$ cat config.mk
export PLATFORM = sky130hd
export DESIGN_NAME = bemf_zc_analyser
export DESIGN_NICKNAME = d
export VERILOG_FILES = /design/src/rtl/bemf_pkg.sv /design/src/rtl/bemf_scale.sv /design/src/rtl/bemf_blanker.sv /design/src/rtl/bemf_zc_detect.sv /design/src/rtl/bemf_extrema.sv /design/src/rtl/bemf_zc_analyser.sv
export SDC_FILE = /design/constraint.sdc
export NUM_CORES = 1
export LEC_CHECK = 0
export BUFFER_PORTS_ARGS = -buffer_cell sky130_fd_sc_hd__buf_2
export CORE_MARGIN = 5
export CORE_UTILIZATION = 60
export DETAILED_ROUTE_END_ITERATION = 6
export PLACE_DENSITY = 0.93
export SLEW_MARGIN = 5
export SYNTH_ARGS = -nofsm -noshare
export SYNTH_HDL_FRONTEND = slang
export SYNTH_SLANG_ARGS = --single-unit
$ cat constraint.sdc
create_clock -name clk -period 10.6 [get_ports clk]
set_input_delay 1.59 -clock clk [delete_from_list [all_inputs] [get_ports clk]]
set_output_delay 1.59 -clock clk [all_outputs]
set_load 0.02 [all_outputs]
$ cat src/rtl/bemf_pkg.sv
package bemf_pkg;

    localparam int NPH      = 3;
    localparam int STEP_W   = 3;
    localparam int NSTEPS   = 6;
    localparam int PH_A     = 0;
    localparam int PH_B     = 1;
    localparam int PH_C     = 2;

    // Which side of the hysteresis band the floating phase was last seen on
    typedef enum logic [1:0] {
        SIDE_NONE = 2'd0,
        SIDE_LOW  = 2'd1,
        SIDE_HIGH = 2'd2
    } side_e;

    typedef struct packed {
        logic       valid;
        logic [1:0] phase;
        logic       rising;
    } step_info_t;

    // Six-step table: floating phase cycles C, B, A; odd steps rise.
    function automatic step_info_t decode_step(input logic [STEP_W-1:0] s);
        step_info_t r;
        r.valid  = (s < STEP_W'(NSTEPS));
        r.rising = s[0];
        case (s)
            3'd0, 3'd3: r.phase = 2'(PH_C);
            3'd1, 3'd4: r.phase = 2'(PH_B);
            3'd2, 3'd5: r.phase = 2'(PH_A);
            default:    r.phase = 2'(PH_A);
        endcase
        return r;
    endfunction

endpackage

$ cat src/rtl/bemf_scale.sv
module bemf_scale
    import bemf_pkg::*;
#(
    parameter int VW = 10,
    parameter int EW = VW + 3
) (
    input  logic [NPH-1:0][VW-1:0] volt,
    output logic [NPH-1:0][EW-1:0] emf
);

    logic [EW-1:0] sum;

    always_comb begin
        sum = '0;
        for (int p = 0; p < NPH; p++) begin
            sum = sum + EW'(volt[p]);
        end
    end

    // 3*V_p - sum equals 3*(V_p - neutral): exact, no divider.
    for (genvar p = 0; p < NPH; p++) begin : g_phase
        logic [EW-1:0] trip;
        assign trip   = (EW'(volt[p]) << 1) + EW'(volt[p]);
        assign emf[p] = trip - sum;
    end

endmodule

$ cat src/rtl/bemf_blanker.sv
module bemf_blanker #(
    parameter int BW = 4
) (
    input  logic          clk,
    input  logic          rst,
    input  logic          commutate,
    input  logic          smp_valid,
    input  logic [BW-1:0] blank_n,
    output logic          sample_use
);

    logic [BW-1:0] left_q;

    always_ff @(posedge clk) begin
        if (rst) begin
            left_q <= '0;
        end else if (commutate) begin
            left_q <= blank_n;
        end else if (smp_valid && (left_q != '0)) begin
            left_q <= left_q - BW'(1);
        end
    end

    assign sample_use = smp_valid && !commutate && (left_q == '0);

endmodule

$ cat src/rtl/bemf_zc_detect.sv
module bemf_zc_detect
    import bemf_pkg::*;
#(
    parameter int EW = 13,
    parameter int HW = 11
) (
    input  logic                   clk,
    input  logic                   rst,
    input  logic                   commutate,
    input  logic [STEP_W-1:0]      step_idx,
    input  logic [HW-1:0]          hyst,
    input  logic                   sample_use,
    input  logic [NPH-1:0][EW-1:0] emf,
    output logic                   zc_pulse,
    output logic                   zc_rising
);

    logic [STEP_W-1:0] step_q;
    side_e             side_q;
    logic              done_q;

    step_info_t        info;
    logic signed [EW-1:0] fl, hpos, hneg;
    side_e             cur;
    logic              hit;

    always_comb begin
        info = decode_step(step_q);
        fl   = $signed(emf[info.phase]);
        hpos = $signed({{(EW-HW){1'b0}}, hyst});
        hneg = -hpos;
        if (fl > hpos)      cur = SIDE_HIGH;
        else if (fl < hneg) cur = SIDE_LOW;
        else                cur = SIDE_NONE;
        hit = sample_use && info.valid && !done_q &&
              (( info.rising && side_q == SIDE_LOW  && cur == SIDE_HIGH) ||
               (!info.rising && side_q == SIDE_HIGH && cur == SIDE_LOW));
    end

    always_ff @(posedge clk) begin
        if (rst) begin
            step_q    <= STEP_W'(7);
            side_q    <= SIDE_NONE;
            done_q    <= 1'b0;
            zc_pulse  <= 1'b0;
            zc_rising <= 1'b0;
        end else begin
            zc_pulse <= hit;
            if (commutate) begin
                step_q <= step_idx;
                side_q <= SIDE_NONE;
                done_q <= 1'b0;
            end else if (sample_use && info.valid) begin
                if (cur != SIDE_NONE) side_q <= cur;
                if (hit) begin
                    done_q    <= 1'b1;
                    zc_rising <= info.rising;
                end
            end
        end
    end

endmodule

$ cat src/rtl/bemf_extrema.sv
module bemf_extrema
    import bemf_pkg::*;
#(
    parameter int EW = 13
) (
    input  logic                   clk,
    input  logic                   rst,
    input  logic                   commutate,
    input  logic                   sample_use,
    input  logic [NPH-1:0][EW-1:0] emf,
    output logic [NPH-1:0][EW-1:0] mins,
    output logic [NPH-1:0][EW-1:0] maxs
);

    logic first_q;

    always_ff @(posedge clk) begin
        if (rst || commutate) first_q <= 1'b1;
        else if (sample_use)  first_q <= 1'b0;
    end

    for (genvar p = 0; p < NPH; p++) begin : g_track
        always_ff @(posedge clk) begin
            if (rst || commutate) begin
                mins[p] <= '0;
                maxs[p] <= '0;
            end else if (sample_use) begin
                if (first_q || ($signed(emf[p]) < $signed(mins[p]))) mins[p] <= emf[p];
                if (first_q || ($signed(emf[p]) > $signed(maxs[p]))) maxs[p] <= emf[p];
            end
        end
    end

endmodule

$ cat src/rtl/bemf_zc_analyser.sv
module bemf_zc_analyser
    import bemf_pkg::*;
#(
    parameter int VW = 10,
    parameter int BW = 4
) (
    input  logic                 clk,
    input  logic                 rst,
    input  logic                 smp_valid,
    input  logic [VW-1:0]        volt_a,
    input  logic [VW-1:0]        volt_b,
    input  logic [VW-1:0]        volt_c,
    input  logic                 commutate,
    input  logic [2:0]           step_idx,
    input  logic [BW-1:0]        blank_n,
    input  logic [VW:0]          hyst,
    output logic                 zc_pulse,
    output logic                 zc_rising,
    output logic signed [VW+2:0] emf_min_a,
    output logic signed [VW+2:0] emf_min_b,
    output logic signed [VW+2:0] emf_min_c,
    output logic signed [VW+2:0] emf_max_a,
    output logic signed [VW+2:0] emf_max_b,
    output logic signed [VW+2:0] emf_max_c
);

    localparam int EW = VW + 3;
    localparam int HW = VW + 1;

    logic [NPH-1:0][VW-1:0] volt;
    logic [NPH-1:0][EW-1:0] emf, mins, maxs;
    logic                   sample_use;

    assign volt[PH_A] = volt_a;
    assign volt[PH_B] = volt_b;
    assign volt[PH_C] = volt_c;

    bemf_scale #(.VW(VW), .EW(EW)) u_scale (
        .volt (volt),
        .emf  (emf)
    );

    bemf_blanker #(.BW(BW)) u_blank (
        .clk        (clk),
        .rst        (rst),
        .commutate  (commutate),
        .smp_valid  (smp_valid),
        .blank_n    (blank_n),
        .sample_use (sample_use)
    );

    bemf_zc_detect #(.EW(EW), .HW(HW)) u_detect (
        .clk        (clk),
        .rst        (rst),
        .commutate  (commutate),
        .step_idx   (step_idx),
        .hyst       (hyst),
        .sample_use (sample_use),
        .emf        (emf),
        .zc_pulse   (zc_pulse),
        .zc_rising  (zc_rising)
    );

    bemf_extrema #(.EW(EW)) u_ext (
        .clk        (clk),
        .rst        (rst),
        .commutate  (commutate),
        .sample_use (sample_use),
        .emf        (emf),
        .mins       (mins),
        .maxs       (maxs)
    );

    assign emf_min_a = $signed(mins[PH_A]);
    assign emf_min_b = $signed(mins[PH_B]);
    assign emf_min_c = $signed(mins[PH_C]);
    assign emf_max_a = $signed(maxs[PH_A]);
    assign emf_max_b = $signed(maxs[PH_B]);
    assign emf_max_c = $signed(maxs[PH_C]);

endmodule

* Word-level counts from Yosys, hierarchy flattened *
Index checks and enable logic that the tools add are counted.

word-level totals
  register bits = 91
  input port bits = 52
  output and inout port bits = 80
  logic and storage cells = 86

operators by class
  add/sub/neg operators = 10
  $lt $le $gt $ge = 10
  eq/ne operators = 7
  multiplexer cells = 7
  bitwise gates (word level) = 1
  reductions and logical operators = 38

operators by type and width
  operator                                                             number
  13-bit less-than comparator                                          4
  13-bit > comparator                                                  3
  11-bit by 10-bit adder with 12-bit output                            3
  13-bit binary-select mux with 2-bit select                           1
  13-bit subtractor                                                    2
  2-bit AND reduction                                                  8
  13-bit by 10-bit adder with 13-bit output                            1
  13-bit by 12-bit > comparator with 1-bit output                      1
  13-bit 2-to-1 mux                                                    1
  11-bit negator with 13-bit output                                    1
  12-bit by 13-bit subtractor with 13-bit output                       1
  10-bit by 10-bit adder with 11-bit output                            1
  1-bit logical AND                                                    10
  1-bit logical OR                                                     8
  4-bit 2-to-1 mux                                                     2
  2-bit OR reduction                                                   3
  2-bit by 1-bit == test with 1-bit output (second input constant)     2
  2-bit == test (second input constant)                                2
  4-bit logical NOT                                                    1
  2-bit one-hot mux with 2 select lines                                1
  2-bit nonzero test                                                   2
  4-bit nonzero test                                                   1
  4-bit by 1-bit subtractor with 4-bit output (second input constant)  1
  3-bit by 1-bit == test with 1-bit output (second input constant)     1
  other kinds (10)                                                     12

* Logic depth before layout (Yosys ltp) *
Gate-level depths: netlist of run 1.

  depth after elaboration = 13
  mapped depth = 34
  depth with buffers taken out = 33

* Cells and area by module *
A second synthesis of run 1 with hierarchy kept.

unflattened totals
  cell total of the unflattened synthesis = 1,215
  area total of the unflattened synthesis = 10,043.4 sq um

by module, submodules not included
  module          instances  cells each  area each (sq um)  seq. area each (sq um)
  bemf_extrema    1          583         5,014.8            1,581.5
  bemf_scale      1          358         2,987.9            0.0
  bemf_zc_detect  1          245         1,793.0            160.2
  bemf_blanker    1          29          247.7              80.1

* Worst setup path before layout of run 1 *
Ideal clock, no wire load.

  path kind = input port to flip-flop
  start point = input port volt_a[0]
  end point = register u_ext.mins[37] (netlist bit)
  setup time = 128 ps
  arrival time = 7,485 ps
  data required time = 10,472 ps
  slack = 2,987 ps
  stages on the path = 30
  buffers on the path = 1
  path through = ha_1 > inv_1 > fa_1 > nor2b_1 > o21ai_0 > a21boi_0 > o21ai_0 > a21boi_0 > nor2_1 > ha_1 > o21ai_0 > a31oi_1 > o21a_1 > or2_2 > xor2_1 > ha_1 > ha_1 > and3_1 > a211o_1 > or4b_1 > nand4b_1 > ha_1 > a21oi_1 > nand3_1 > o21ai_0 > o211ai_1 > a31oi_1 > buf_2 > mux2i_1 > nor2_1

RTL lines
  what                           RTL line                RTL
  start, declared                bemf_zc_analyser.sv:10  input logic [VW-1:0] volt_a,
  end signal, assigned by index  bemf_extrema.sv:25      mins[p] <= '0;
  end, declared                  bemf_extrema.sv:11      output logic [NPH-1:0][EW-1:0] mins,

==> results of run 1 <==
[worst reg2reg max path, cell delays in order (launching register included)]
cell,delay [ns]
dfxtp_1,0.37
xor2_1,0.19
nand2b_1,0.45
nand2_1,0.14
a31oi_1,0.29
ha_1,0.30
a21o_1,0.18
a2111oi_0,0.61
a221o_1,0.25
a31oi_1,0.08
a211oi_1,0.36
nor4_2,0.12
mux2i_1,0.23
a21oi_1,0.09
[stage by stage]
stage	total power (uW)	cells	worst slack, ns	cell area (um^2)
final	3287	1553	2.158	10810
after global placement	2654	1537	2.275	10460
after CTS	3214	1552	2.266	10810
after detailed placement	2804	1537	1.953	10460
after global routing	3561	1553	1.694	10810
after floorplan	2141	1212	2.987	9587
[final cells by class]
cell class	count	area, um^2
Tap cell	216	270.3
Inverter	136	510.5
Antenna cell	1	2.502
Sequential cell	91	1822
Multi-Input combinational cell	955	7139
Clock inverter	4	97.59
Clock buffer	11	252.7
Timing Repair Buffer	139	715.7
Fill cell	1185	4960
[logic make-up after synthesis]
logic type               Yosys count
flip-flops                        91
multiplexers                      44
AO/OA/AOI/OAI                    317
XOR/XNOR                          69
buffers and inverters            166
AND/OR/NAND/NOR                  336
adder cells (fa/ha/maj)          189
[cell usage after synthesis, types with 8 or more instances]
master / number
nand4_1: 20
mux2i_1: 44
nand2b_1: 8
fa_1: 14
o21ai_0: 59
dfxtp_1: 91
inv_1: 136
nand2_1: 58
o21bai_1: 11
xnor2_1: 49
a21oi_1: 103
o211ai_1: 11
nor2b_1: 13
a211oi_1: 13
a21o_1: 29
o21a_1: 25
clkbuf_1: 22
a31oi_1: 19
nand3_1: 27
or2_2: 9
xor2_1: 20
nor2_1: 142
ha_1: 175
nor3_1: 22
[worst paths after layout]
| check | to | slack (ns) | depth (start not counted) |
|---|---|---|---|
| min reg2reg | u_detect.done_q | 0.47 | 2 |
| min | u_detect.done_q | 0.47 | 2 |
| max | u_detect.done_q | 2.16 | 32 |
| max reg2reg | u_detect.done_q | 6.78 | 13 |
[report_power, final]
part	switching (uW)	total [uW]	internal, uW	leakage, uW
sequential	16.8	379	362	0.000737
clock	140	383	242	0.000168
combinational	1530	2530	997	0.00396
total	1690	3290	1600	0.00486
[layer usage]
metal | wire [um] | global-route usage | up-vias | share of wire
met1 | 11010 | 0.3612 | 4427 | 0.41
met4 | 1236 | 0.1400 | 2 | 0.046
met3 | 2313 | 0.03664 | 105 | 0.086
met5 | 11 | 0 | - | 0.00041
met2 | 12290 | 0.4772 | 479 | 0.46
li1 | - | - | 4537 | -
[flip-flops by register name, summed over array words and instances (netlist names)]
signal / cells
u_ext.first_q: 1
u_detect.zc_rising: 1
u_ext.maxs: 39
u_detect.step_q: 3
u_detect.done_q: 1
u_ext.mins: 39
u_detect.zc_pulse: 1
u_detect.side_q: 2
u_blank.left_q: 4
==> run_summary.xml, run 1 <==
<?xml version="1.0" encoding="UTF-8"?>
<metrics>
  <group name="status">
    <metric name="outcome" unit="">completed</metric>
  </group>
  <group name="clock_network">
    <metric name="cts_setup_buffers" unit="">0</metric>
    <metric name="tritoncts" unit="">built</metric>
    <metric name="post_cts_resize_count" unit="">0</metric>
    <metric name="clock-sinks" unit="">91</metric>
    <metric name="ctsLongestPathBuffers" unit="">2</metric>
    <metric name="holdBufCountCts" unit="">0</metric>
    <metric name="cts_made_buffers" unit="">9</metric>
    <metric name="worst_skew_pair.late_latency" unit="ns">0.35</metric>
    <metric name="path_clk_slew" unit="ns">0.06</metric>
    <metric name="root_buffer" unit="">clkbuf_16</metric>
    <metric name="h-tree-depth" unit="">3</metric>
  </group>
  <group name="die">
    <metric name="dieHeight" unit="um">136.4</metric>
    <metric name="core_area" unit="um^2">15770</metric>
    <metric name="initial_core_util" unit="">0.6079</metric>
    <metric name="core.rowCount" unit="">46</metric>
    <metric name="dieArea" unit="um^2">18610</metric>
    <metric name="io_pins" unit="">132</metric>
    <metric name="die_w" unit="um">136.4</metric>
  </group>
  <group name="final_layout">
    <metric name="layout_cells_sized_above_1" unit="">0.1347</metric>
    <metric name="layout_common_cells" unit="">ha_1 (175), nor2_1 (142), inv_1 (136)</metric>
    <metric name="areaGrowthSynthToFinish" unit="%">12.76</metric>
    <metric name="layout.core_utilization" unit="">0.6855</metric>
    <metric name="final_net_count" unit="">1573</metric>
    <metric name="commonest_non_fill_non_tap_cell_in_the_layout" unit="">ha_1</metric>
  </group>
  <group name="critical_path">
    <metric name="critPathMostFrequentCell" unit="">ha_1</metric>
    <metric name="cp-startpoint" unit="">volt_b[0]</metric>
    <metric name="worst_path_max_delay_cell" unit="">nor4_2</metric>
    <metric name="cp_arrival" unit="ns">8.63</metric>
    <metric name="max_stage_delay" unit="ns">0.41</metric>
    <metric name="cpLargestDelayFamily" unit="">compound AO/OA/AOI/OAI gates</metric>
    <metric name="worst-setup-path-type" unit="">input port to flop</metric>
    <metric name="cp.required" unit="ns">10.79</metric>
    <metric name="critPathBufInv" unit="">2</metric>
    <metric name="crit_reg_reg_startpoint" unit="">u_detect.step_q[0]</metric>
    <metric name="worst_setup_path_start_kind" unit="">input port</metric>
    <metric name="timing.critical_path.to_type" unit="">flop</metric>
    <metric name="critPathMaxFanout" unit="">6</metric>
  </group>
  <group name="pwr">
    <metric name="peakVddDrop" unit="mV">0.1608</metric>
    <metric name="pwr_dens" unit="nW/um^2">304.0</metric>
    <metric name="power_leakage" unit="uW">0.004862</metric>
  </group>
  <group name="job">
    <metric name="max-cap-violations" unit="">0</metric>
  </group>
  <group name="yosys">
    <metric name="synth-xor-area-share" unit="">0.06304</metric>
    <metric name="synth_seq_area_share" unit="">0.1900</metric>
    <metric name="synth.mux.area_fraction" unit="">0.04594</metric>
    <metric name="primary_flip_flop_cell_chosen_by_synthesis_mapping" unit="">dfxtp_1</metric>
    <metric name="syn-num-nets" unit="">1453</metric>
    <metric name="netlist_top_cells_area" unit="">ha_1 (23%), dfxtp_1 (19%), nor2_1 (5.6%)</metric>
    <metric name="synth-compound-area-share" unit="">0.2118</metric>
    <metric name="synth_enable_flop_cells" unit="">0</metric>
    <metric name="ys_seq_elements" unit="">91</metric>
    <metric name="synthAdderAreaFrac" unit="">0.2576</metric>
    <metric name="synthCells" unit="">1212</metric>
    <metric name="syn_avg_cell_area" unit="um^2">7.910</metric>
    <metric name="yosysTopAreaCell" unit="">ha_1</metric>
    <metric name="synth_top_cell_area_share" unit="">0.2284</metric>
    <metric name="synth.distinct_cells" unit="">70</metric>
    <metric name="mappedNetlistArea" unit="um^2">9587</metric>
    <metric name="synth_simple_gate_area_frac" unit="">0.1656</metric>
    <metric name="synth_top_family_by_area" unit="">adder cells</metric>
    <metric name="synth_warn" unit="">0</metric>
    <metric name="synth-async-reset-ratio" unit="">0</metric>
  </group>
  <group name="routing">
    <metric name="route.vias.total" unit="">9550</metric>
    <metric name="detail_route.vias_per_cell" unit="">6.149</metric>
    <metric name="route.final.wire_length" unit="um">26850</metric>
    <metric name="route.detailed.drc" unit="">0</metric>
    <metric name="drt-wirelength-per-cell" unit="um">17.29</metric>
    <metric name="postRouteAntennaNets" unit="">0</metric>
    <metric name="first_drt_iteration_drcs" unit="">768</metric>
    <metric name="drt_first_pass_iters" unit="">5</metric>
  </group>
  <group name="sta">
    <metric name="finalHoldViolations" unit="">0</metric>
    <metric name="rsz0062_at_grt" unit="">false</metric>
    <metric name="fin_setup_tns" unit="ns">0</metric>
    <metric name="max-slew-margin-rel" unit="">0.1674</metric>
    <metric name="timing.hold.ws" unit="ns">0.4711</metric>
    <metric name="finClkSkew" unit="ns">0.01015</metric>
    <metric name="max_freq" unit="MHz">118.5</metric>
    <metric name="worst_pin_slew" unit="ns">1.244</metric>
    <metric name="final_cycle_utilization_of_the_critical_path" unit="">0.7964</metric>
    <metric name="finalSetupViolations" unit="">0</metric>
    <metric name="min_period" unit="ns">8.442</metric>
    <metric name="report.final.slew_viol_count" unit="">0</metric>
  </group>
  <group name="global_routing">
    <metric name="first_global_vias" unit="">9339</metric>
    <metric name="grt_antenna_before_repair" unit="">2</metric>
    <metric name="grt_overflow" unit="">0</metric>
    <metric name="grt_first_pass_wirelength" unit="um">42990</metric>
    <metric name="largest_net_degree_at_the_start_of_global_routing" unit="">83</metric>
    <metric name="grt_util_all_layers" unit="">0.2850</metric>
  </group>
  <group name="place">
    <metric name="detailedPlacementHpwl" unit="um">21060</metric>
    <metric name="io_buffer_count" unit="">131</metric>
    <metric name="gp_routability_congestion" unit="">0.9730</metric>
  </group>
  <group name="hold_path">
    <metric name="timing.hold.worst.class" unit="">flop to flop</metric>
    <metric name="hp-start" unit="">u_detect.done_q</metric>
  </group>
</metrics>
No activity file was read; power rests on OpenSTA's default activity.
==> inputs of run 2 (changes only) <==
==> constraint.sdc (replaced) <==
create_clock -name clk -period 7.8 [get_ports clk]
set_input_delay 1.17 -clock clk [delete_from_list [all_inputs] [get_ports clk]]
set_output_delay 1.17 -clock clk [all_outputs]
set_load 0.02 [all_outputs]
==> run_summary.xml, run 2 (synthesized netlist as in run 1, its figures left out) <==
<?xml version="1.0" encoding="UTF-8"?>
<metrics>
  <group name="pwr">
    <metric name="power.share.combinational" unit="">0.785</metric>
    <metric name="share_seq_of_total_power" unit="">0.110</metric>
    <metric name="power_leakage" unit="uW">0.004970</metric>
    <metric name="power.net_switching" unit="uW">2364</metric>
    <metric name="pwr_dens" unit="nW/um^2">425.3</metric>
    <metric name="internal_power" unit="uW">2309</metric>
    <metric name="sw_frac_of_total" unit="">0.5058</metric>
    <metric name="power.share.clock" unit="">0.104</metric>
    <metric name="peakVddDrop" unit="mV">0.2486</metric>
  </group>
  <group name="critical_path">
    <metric name="cp_arrival" unit="ns">7.58</metric>
    <metric name="cp.required" unit="ns">8.08</metric>
    <metric name="regToRegEndpoint" unit="">u_detect.done_q</metric>
    <metric name="critPathMostFrequentCell" unit="">a21oi_1</metric>
    <metric name="worstRegToRegCells" unit="">15</metric>
    <metric name="cpLargestDelayFamily" unit="">adder cells</metric>
    <metric name="critPathBufInv" unit="">3</metric>
    <metric name="max_stage_delay" unit="ns">0.52</metric>
    <metric name="critPathMaxFanout" unit="">6</metric>
    <metric name="worst-setup-path-type" unit="">input port to flop</metric>
    <metric name="reg2reg_setup_slack" unit="ns">4.07</metric>
    <metric name="worst_setup_path_start_kind" unit="">input port</metric>
    <metric name="cp-startpoint" unit="">volt_a[0]</metric>
    <metric name="timing.critical_path.to_type" unit="">flop</metric>
    <metric name="worst_path_max_delay_cell" unit="">fa_1</metric>
    <metric name="crit_reg_reg_startpoint" unit="">u_detect.step_q[0]</metric>
  </group>
  <group name="global_routing">
    <metric name="grt_first_pass_wirelength" unit="um">44390</metric>
    <metric name="largest_net_degree_at_the_start_of_global_routing" unit="">83</metric>
    <metric name="grt_antenna_before_repair" unit="">0</metric>
    <metric name="grt_util_all_layers" unit="">0.2937</metric>
    <metric name="first_global_vias" unit="">9552</metric>
    <metric name="grt_overflow" unit="">0</metric>
  </group>
  <group name="sta">
    <metric name="report.final.slew_viol_count" unit="">0</metric>
    <metric name="min_period" unit="ns">7.308</metric>
    <metric name="max-slew-margin-rel" unit="">0.4189</metric>
    <metric name="finalSetupViolations" unit="">0</metric>
    <metric name="post-route-worst-setup-slack" unit="ns">0.4918</metric>
    <metric name="final_cycle_utilization_of_the_critical_path" unit="">0.9369</metric>
    <metric name="rsz0062_at_grt" unit="">false</metric>
    <metric name="max_freq" unit="MHz">136.8</metric>
    <metric name="finClkSkew" unit="ns">0.01389</metric>
    <metric name="finalHoldViolations" unit="">0</metric>
    <metric name="fin_setup_tns" unit="ns">0</metric>
    <metric name="worst_pin_slew" unit="ns">0.8717</metric>
  </group>
  <group name="routing">
    <metric name="route.final.wire_length" unit="um">27370</metric>
    <metric name="route.vias.total" unit="">9661</metric>
    <metric name="drt_first_pass_iters" unit="">5</metric>
    <metric name="drt-wirelength-per-cell" unit="um">17.35</metric>
    <metric name="route.detailed.drc" unit="">0</metric>
    <metric name="first_drt_iteration_drcs" unit="">706</metric>
    <metric name="postRouteAntennaNets" unit="">0</metric>
    <metric name="detail_route.vias_per_cell" unit="">6.126</metric>
  </group>
  <group name="clock_network">
    <metric name="root_buffer" unit="">clkbuf_16</metric>
    <metric name="cts_made_buffers" unit="">9</metric>
    <metric name="ctsLongestPathBuffers" unit="">2</metric>
    <metric name="worst_skew_pair.late_latency" unit="ns">0.36</metric>
    <metric name="clock-sinks" unit="">91</metric>
    <metric name="cts_setup_buffers" unit="">0</metric>
    <metric name="h-tree-depth" unit="">3</metric>
    <metric name="path_clk_slew" unit="ns">0.06</metric>
    <metric name="tritoncts" unit="">built</metric>
  </group>
  <group name="final_layout">
    <metric name="insertedDiodeCount" unit="">0</metric>
    <metric name="layout.core_utilization" unit="">0.6968</metric>
    <metric name="stdcell_count" unit="">1577</metric>
    <metric name="layout_cells_sized_above_1" unit="">0.1536</metric>
    <metric name="top_flop_regs" unit="">u_ext.maxs x39, u_ext.mins x39, u_blank.left_q x4</metric>
    <metric name="commonest_non_fill_non_tap_cell_in_the_layout" unit="">ha_1</metric>
    <metric name="areaGrowthSynthToFinish" unit="%">14.62</metric>
    <metric name="layout_common_cells" unit="">ha_1 (175), nor2_1 (142), inv_1 (136)</metric>
    <metric name="final_net_count" unit="">1597</metric>
    <metric name="layout.filler_cells" unit="">1222</metric>
  </group>
  <group name="hold_path">
    <metric name="hp-start" unit="">u_detect.done_q</metric>
    <metric name="worst_hold_path.endpoint" unit="">u_detect.done_q</metric>
    <metric name="timing.hold.worst.class" unit="">flop to flop</metric>
    <metric name="hold-path-cell-count" unit="">2</metric>
  </group>
  <group name="place">
    <metric name="place.detailed.instances" unit="">1561</metric>
    <metric name="detailedPlacementHpwl" unit="um">21540</metric>
    <metric name="io_buffer_count" unit="">131</metric>
    <metric name="gp_routability_congestion" unit="">1.007</metric>
    <metric name="place_worst_setup_slack" unit="ns">-0.05119</metric>
  </group>
  <group name="die">
    <metric name="core.rowCount" unit="">46</metric>
    <metric name="initial_core_util" unit="">0.6079</metric>
    <metric name="io_pins" unit="">132</metric>
    <metric name="core_area" unit="um^2">15770</metric>
    <metric name="dieArea" unit="um^2">18610</metric>
    <metric name="die_w" unit="um">136.4</metric>
    <metric name="dieHeight" unit="um">136.4</metric>
  </group>
  <group name="status">
    <metric name="outcome" unit="">completed</metric>
  </group>
  <group name="job">
    <metric name="max-cap-violations" unit="">0</metric>
  </group>
</metrics>
-- run 2: cell types whose count changed in the layout (fill, tap and decap cells not counted), sizes merged --
cell,previous run,this run
diode,1,0
clkinvlp,1,2
bufinv,3,2
buf,139,163
clkbuf,11,10
clkinv,0,2
-- run 2: worst max-delay path by stage --
stage | end | cells past startpoint
3_5_place_dp | u_detect.done_q | 32
3_3_place_gp | u_detect.done_q | 32
6_report | u_detect.done_q | 29
2_1_floorplan | u_ext.mins[37] | 30
4_1_cts | u_detect.done_q | 32
5_1_grt | u_detect.done_q | 32
-- run 2: final cells by class --
type	instances	area (um^2)	share of cell area
multi-input combinational	955	7162	0.6518
sequential	91	1822	0.1658
timing repair buffer	163	895.9	0.08153
inverter	136	510.5	0.04646
tap	216	270.3	0.02460
clock buffer	10	239.0	0.02175
clock inverter	6	88.84	0.008085
-- run 2: repair_timing --
item                                    CTS  global route
endpoints found under the setup margin    0            57
hold buffers                              0             0
resized for setup                         0             8
-- run 2: through the flow --
step | hold slack, ns | total power [uW] | instance area [um^2]
final | 0.4614 | 4673 | 10990
after floorplan | 0.4388 | 2910 | 9587
after detailed placement | 0.4554 | 3999 | 10640
after global routing | 0.5090 | 5027 | 10990
after CTS | 0.4638 | 4533 | 10970
after global placement | 0.4549 | 3808 | 10640
-- run 2: power groups by stage --
| stage | Clock, uW | Combinational [uW] | Sequential (uW) |
|---|---|---|---|
| after floorplan | 0 | 2360 | 547 |
| after global placement | 0 | 3290 | 522 |
| after detailed placement | 0 | 3480 | 523 |
| after CTS | 487 | 3530 | 513 |
| after global routing | 508 | 4000 | 517 |
| final | 488 | 3670 | 514 |
-- run 2: metal layers --
layer | up-vias | GRT usage | part of all wire | wire [um]
met5 | - | 0 | 0 | 0
met4 | 0 | 0.1428 | 0.047 | 1298
met3 | 99 | 0.04626 | 0.087 | 2386
met2 | 480 | 0.4964 | 0.46 | 12460
met1 | 4504 | 0.3636 | 0.41 | 11220
li1 | 4578 | - | - | -
-- run 2: worst register-to-register path, stage by stage, from the launching register on --
cell	delay (ns)
dfxtp_1	0.36
xor2_1	0.20
nand2b_1	0.47
nand2_1	0.16
a31oi_1	0.28
ha_1	0.31
nor2b_1	0.15
o21a_1	0.16
o21a_1	0.16
o21a_1	0.16
o21ai_0	0.27
a31oi_2	0.18
a211oi_1	0.31
nor4_2	0.11
mux2i_1	0.23
a21oi_1	0.09
==> inputs of run 3 (changes only) <==
--- a/config.mk
+++ b/config.mk
@@ -8,6 +8,7 @@
 export BUFFER_PORTS_ARGS = -buffer_cell sky130_fd_sc_hd__buf_2
 export CORE_MARGIN = 5
 export CORE_UTILIZATION = 60
+export CTS_BUF_LIST = sky130_fd_sc_hd__clkbuf_4
 export DETAILED_ROUTE_END_ITERATION = 6
 export PLACE_DENSITY = 0.93
 export SLEW_MARGIN = 5
==> run_summary.xml, run 3 (synthesized netlist as in run 1, its figures left out) <==
<?xml version="1.0" encoding="UTF-8"?>
<metrics>
  <group name="status">
    <metric name="outcome" unit="">finished, violations left</metric>
    <metric name="failing_checks" unit="">DRC</metric>
  </group>
  <group name="critical_path">
    <metric name="max_stage_delay" unit="ns">0.50</metric>
    <metric name="worst-setup-path-type" unit="">input port to flop</metric>
    <metric name="critPathMostFrequentCell" unit="">ha_1</metric>
    <metric name="worst_setup_path_start_kind" unit="">input port</metric>
    <metric name="critPathMaxFanout" unit="">6</metric>
    <metric name="cp_arrival" unit="ns">7.62</metric>
    <metric name="timing.critical_path.to_type" unit="">flop</metric>
    <metric name="reg2reg_setup_slack" unit="ns">4.11</metric>
    <metric name="worst_path_max_delay_cell" unit="">or4b_1</metric>
    <metric name="cp.required" unit="ns">8.18</metric>
  </group>
  <group name="routing">
    <metric name="route.vias.total" unit="">9557</metric>
    <metric name="postRouteAntennaNets" unit="">0</metric>
    <metric name="first_drt_iteration_drcs" unit="">691</metric>
    <metric name="route.final.wire_length" unit="um">26790</metric>
    <metric name="drt-wirelength-per-cell" unit="um">16.98</metric>
    <metric name="detail_route.vias_per_cell" unit="">6.056</metric>
    <metric name="route.detailed.drc" unit="">3</metric>
    <metric name="drt_first_pass_iters" unit="">7</metric>
  </group>
  <group name="pwr">
    <metric name="power_leakage" unit="uW">0.004894</metric>
    <metric name="internal_power" unit="uW">2141</metric>
    <metric name="power.total" unit="uW">4442</metric>
    <metric name="power.share.clock" unit="">0.068</metric>
    <metric name="power.net_switching" unit="uW">2302</metric>
    <metric name="pwr_dens" unit="nW/um^2">410.7</metric>
    <metric name="share_seq_of_total_power" unit="">0.116</metric>
    <metric name="sw_frac_of_total" unit="">0.5181</metric>
    <metric name="power.share.combinational" unit="">0.816</metric>
    <metric name="peakVddDrop" unit="mV">0.2205</metric>
  </group>
  <group name="clock_network">
    <metric name="post_cts_resize_count" unit="">0</metric>
    <metric name="worst_skew_pair.late_latency" unit="ns">0.47</metric>
    <metric name="ctsLongestPathBuffers" unit="">2</metric>
    <metric name="cts_made_buffers" unit="">9</metric>
    <metric name="root_buffer" unit="">clkbuf_4</metric>
    <metric name="holdBufCountCts" unit="">0</metric>
    <metric name="clock-sinks" unit="">91</metric>
    <metric name="cts_setup_buffers" unit="">0</metric>
    <metric name="path_clk_slew" unit="ns">0.13</metric>
    <metric name="tritoncts" unit="">built</metric>
    <metric name="h-tree-depth" unit="">3</metric>
  </group>
  <group name="global_routing">
    <metric name="grt_antenna_before_repair" unit="">1</metric>
    <metric name="largest_net_degree_at_the_start_of_global_routing" unit="">83</metric>
    <metric name="grt_first_pass_wirelength" unit="um">43300</metric>
    <metric name="grt_overflow" unit="">0</metric>
    <metric name="grt_util_all_layers" unit="">0.2858</metric>
    <metric name="first_global_vias" unit="">9329</metric>
  </group>
  <group name="hold_path">
    <metric name="timing.hold.worst.class" unit="">flop to flop</metric>
  </group>
  <group name="sta">
    <metric name="finalSetupViolations" unit="">0</metric>
    <metric name="max-slew-margin-rel" unit="">0.4089</metric>
    <metric name="finalHoldViolations" unit="">0</metric>
    <metric name="finClkSkew" unit="ns">0.02516</metric>
    <metric name="worst_pin_slew" unit="ns">0.8867</metric>
    <metric name="rsz0062_at_grt" unit="">false</metric>
    <metric name="report.final.slew_viol_count" unit="">0</metric>
    <metric name="max_freq" unit="MHz">138.1</metric>
    <metric name="post-route-worst-setup-slack" unit="ns">0.5589</metric>
    <metric name="final_cycle_utilization_of_the_critical_path" unit="">0.9283</metric>
    <metric name="min_period" unit="ns">7.241</metric>
  </group>
  <group name="final_layout">
    <metric name="commonest_non_fill_non_tap_cell_in_the_layout" unit="">ha_1</metric>
    <metric name="stdcell_count" unit="">1578</metric>
    <metric name="areaGrowthSynthToFinish" unit="%">12.83</metric>
    <metric name="top_flop_regs" unit="">u_ext.maxs x39, u_ext.mins x39, u_blank.left_q x4</metric>
    <metric name="layout_common_cells" unit="">ha_1 (175), nor2_1 (142), inv_1 (136)</metric>
    <metric name="final_net_count" unit="">1597</metric>
    <metric name="layout_cells_sized_above_1" unit="">0.1521</metric>
  </group>
  <group name="place">
    <metric name="place.detailed.instances" unit="">1561</metric>
    <metric name="gp_routability_congestion" unit="">1.007</metric>
    <metric name="io_buffer_count" unit="">131</metric>
    <metric name="detailedPlacementHpwl" unit="um">21540</metric>
    <metric name="place_worst_setup_slack" unit="ns">-0.05119</metric>
  </group>
  <group name="die">
    <metric name="core.rowCount" unit="">46</metric>
    <metric name="initial_core_util" unit="">0.6079</metric>
    <metric name="dieArea" unit="um^2">18610</metric>
    <metric name="core_area" unit="um^2">15770</metric>
    <metric name="io_pins" unit="">132</metric>
    <metric name="die_w" unit="um">136.4</metric>
    <metric name="dieHeight" unit="um">136.4</metric>
  </group>
  <group name="job">
    <metric name="max-cap-violations" unit="">0</metric>
  </group>
</metrics>
## run 3: path summary, 6_finish.rpt
| kind | from | cells past startpoint | to |
|---|---|---|---|
| hold / removal | u_detect.done_q | 2 | u_detect.done_q |
| setup reg to reg | u_detect.step_q[0] | 15 | u_detect.done_q |
| hold reg to reg | u_detect.done_q | 2 | u_detect.done_q |
| setup / recovery | volt_a[0] | 32 | u_detect.done_q |
## run 3: final cells by class
| type | instances | area (um^2) |
|---|---|---|
| Inverter | 136 | 510.5 |
| Tap cell | 216 | 270.3 |
| Sequential cell | 91 | 1822 |
| Fill cell | 1263 | 4954 |
| Clock buffer | 9 | 67.56 |
| Timing Repair Buffer | 163 | 895.9 |
| Multi-Input combinational cell | 955 | 7156 |
| Antenna cell | 1 | 2.502 |
| Clock inverter | 7 | 92.59 |
## run 3: metal layers
layer  track usage  share of wire  up-vias
met1        0.3587           0.41     4490
met3       0.03886          0.085       64
met2        0.4937           0.47      435
li1              -              -     4568
met5             0              0        -
met4        0.1148          0.033        0
## run 3: power by group through the flow
stage               clock, uW  sequential, uW  combinational (uW)
floorplan                   0             547                2360
global placement            0             522                3290
detailed placement          0             523                3480
CTS                       306             514                3500
global route              325             518                3970
finish                    302             514                3630
## run 3: critical path: cells and delay by family
family,cells,cell delay [ns]
AO/OA/AOI/OAI,12,2.08
XOR/XNOR,1,0.16
adder cells (fa/ha/maj),6,1.83
buffers and inverters,2,0.17
multiplexers,1,0.16
AND/OR/NAND/NOR,10,2.05
## run 3: stage by stage
step           hold slack [ns]  setup TNS (ns)  instance area [um^2]    util
2_1_floorplan           0.4388               0                  9587       -
3_3_place_gp            0.4549               0                 10640  0.6745
3_5_place_dp            0.4554        -0.05119                 10640  0.6745
4_1_cts                 0.4736               0                 10800  0.6847
5_1_grt                 0.5193               0                 10820  0.6859
6_report                0.4703               0                 10820  0.6859
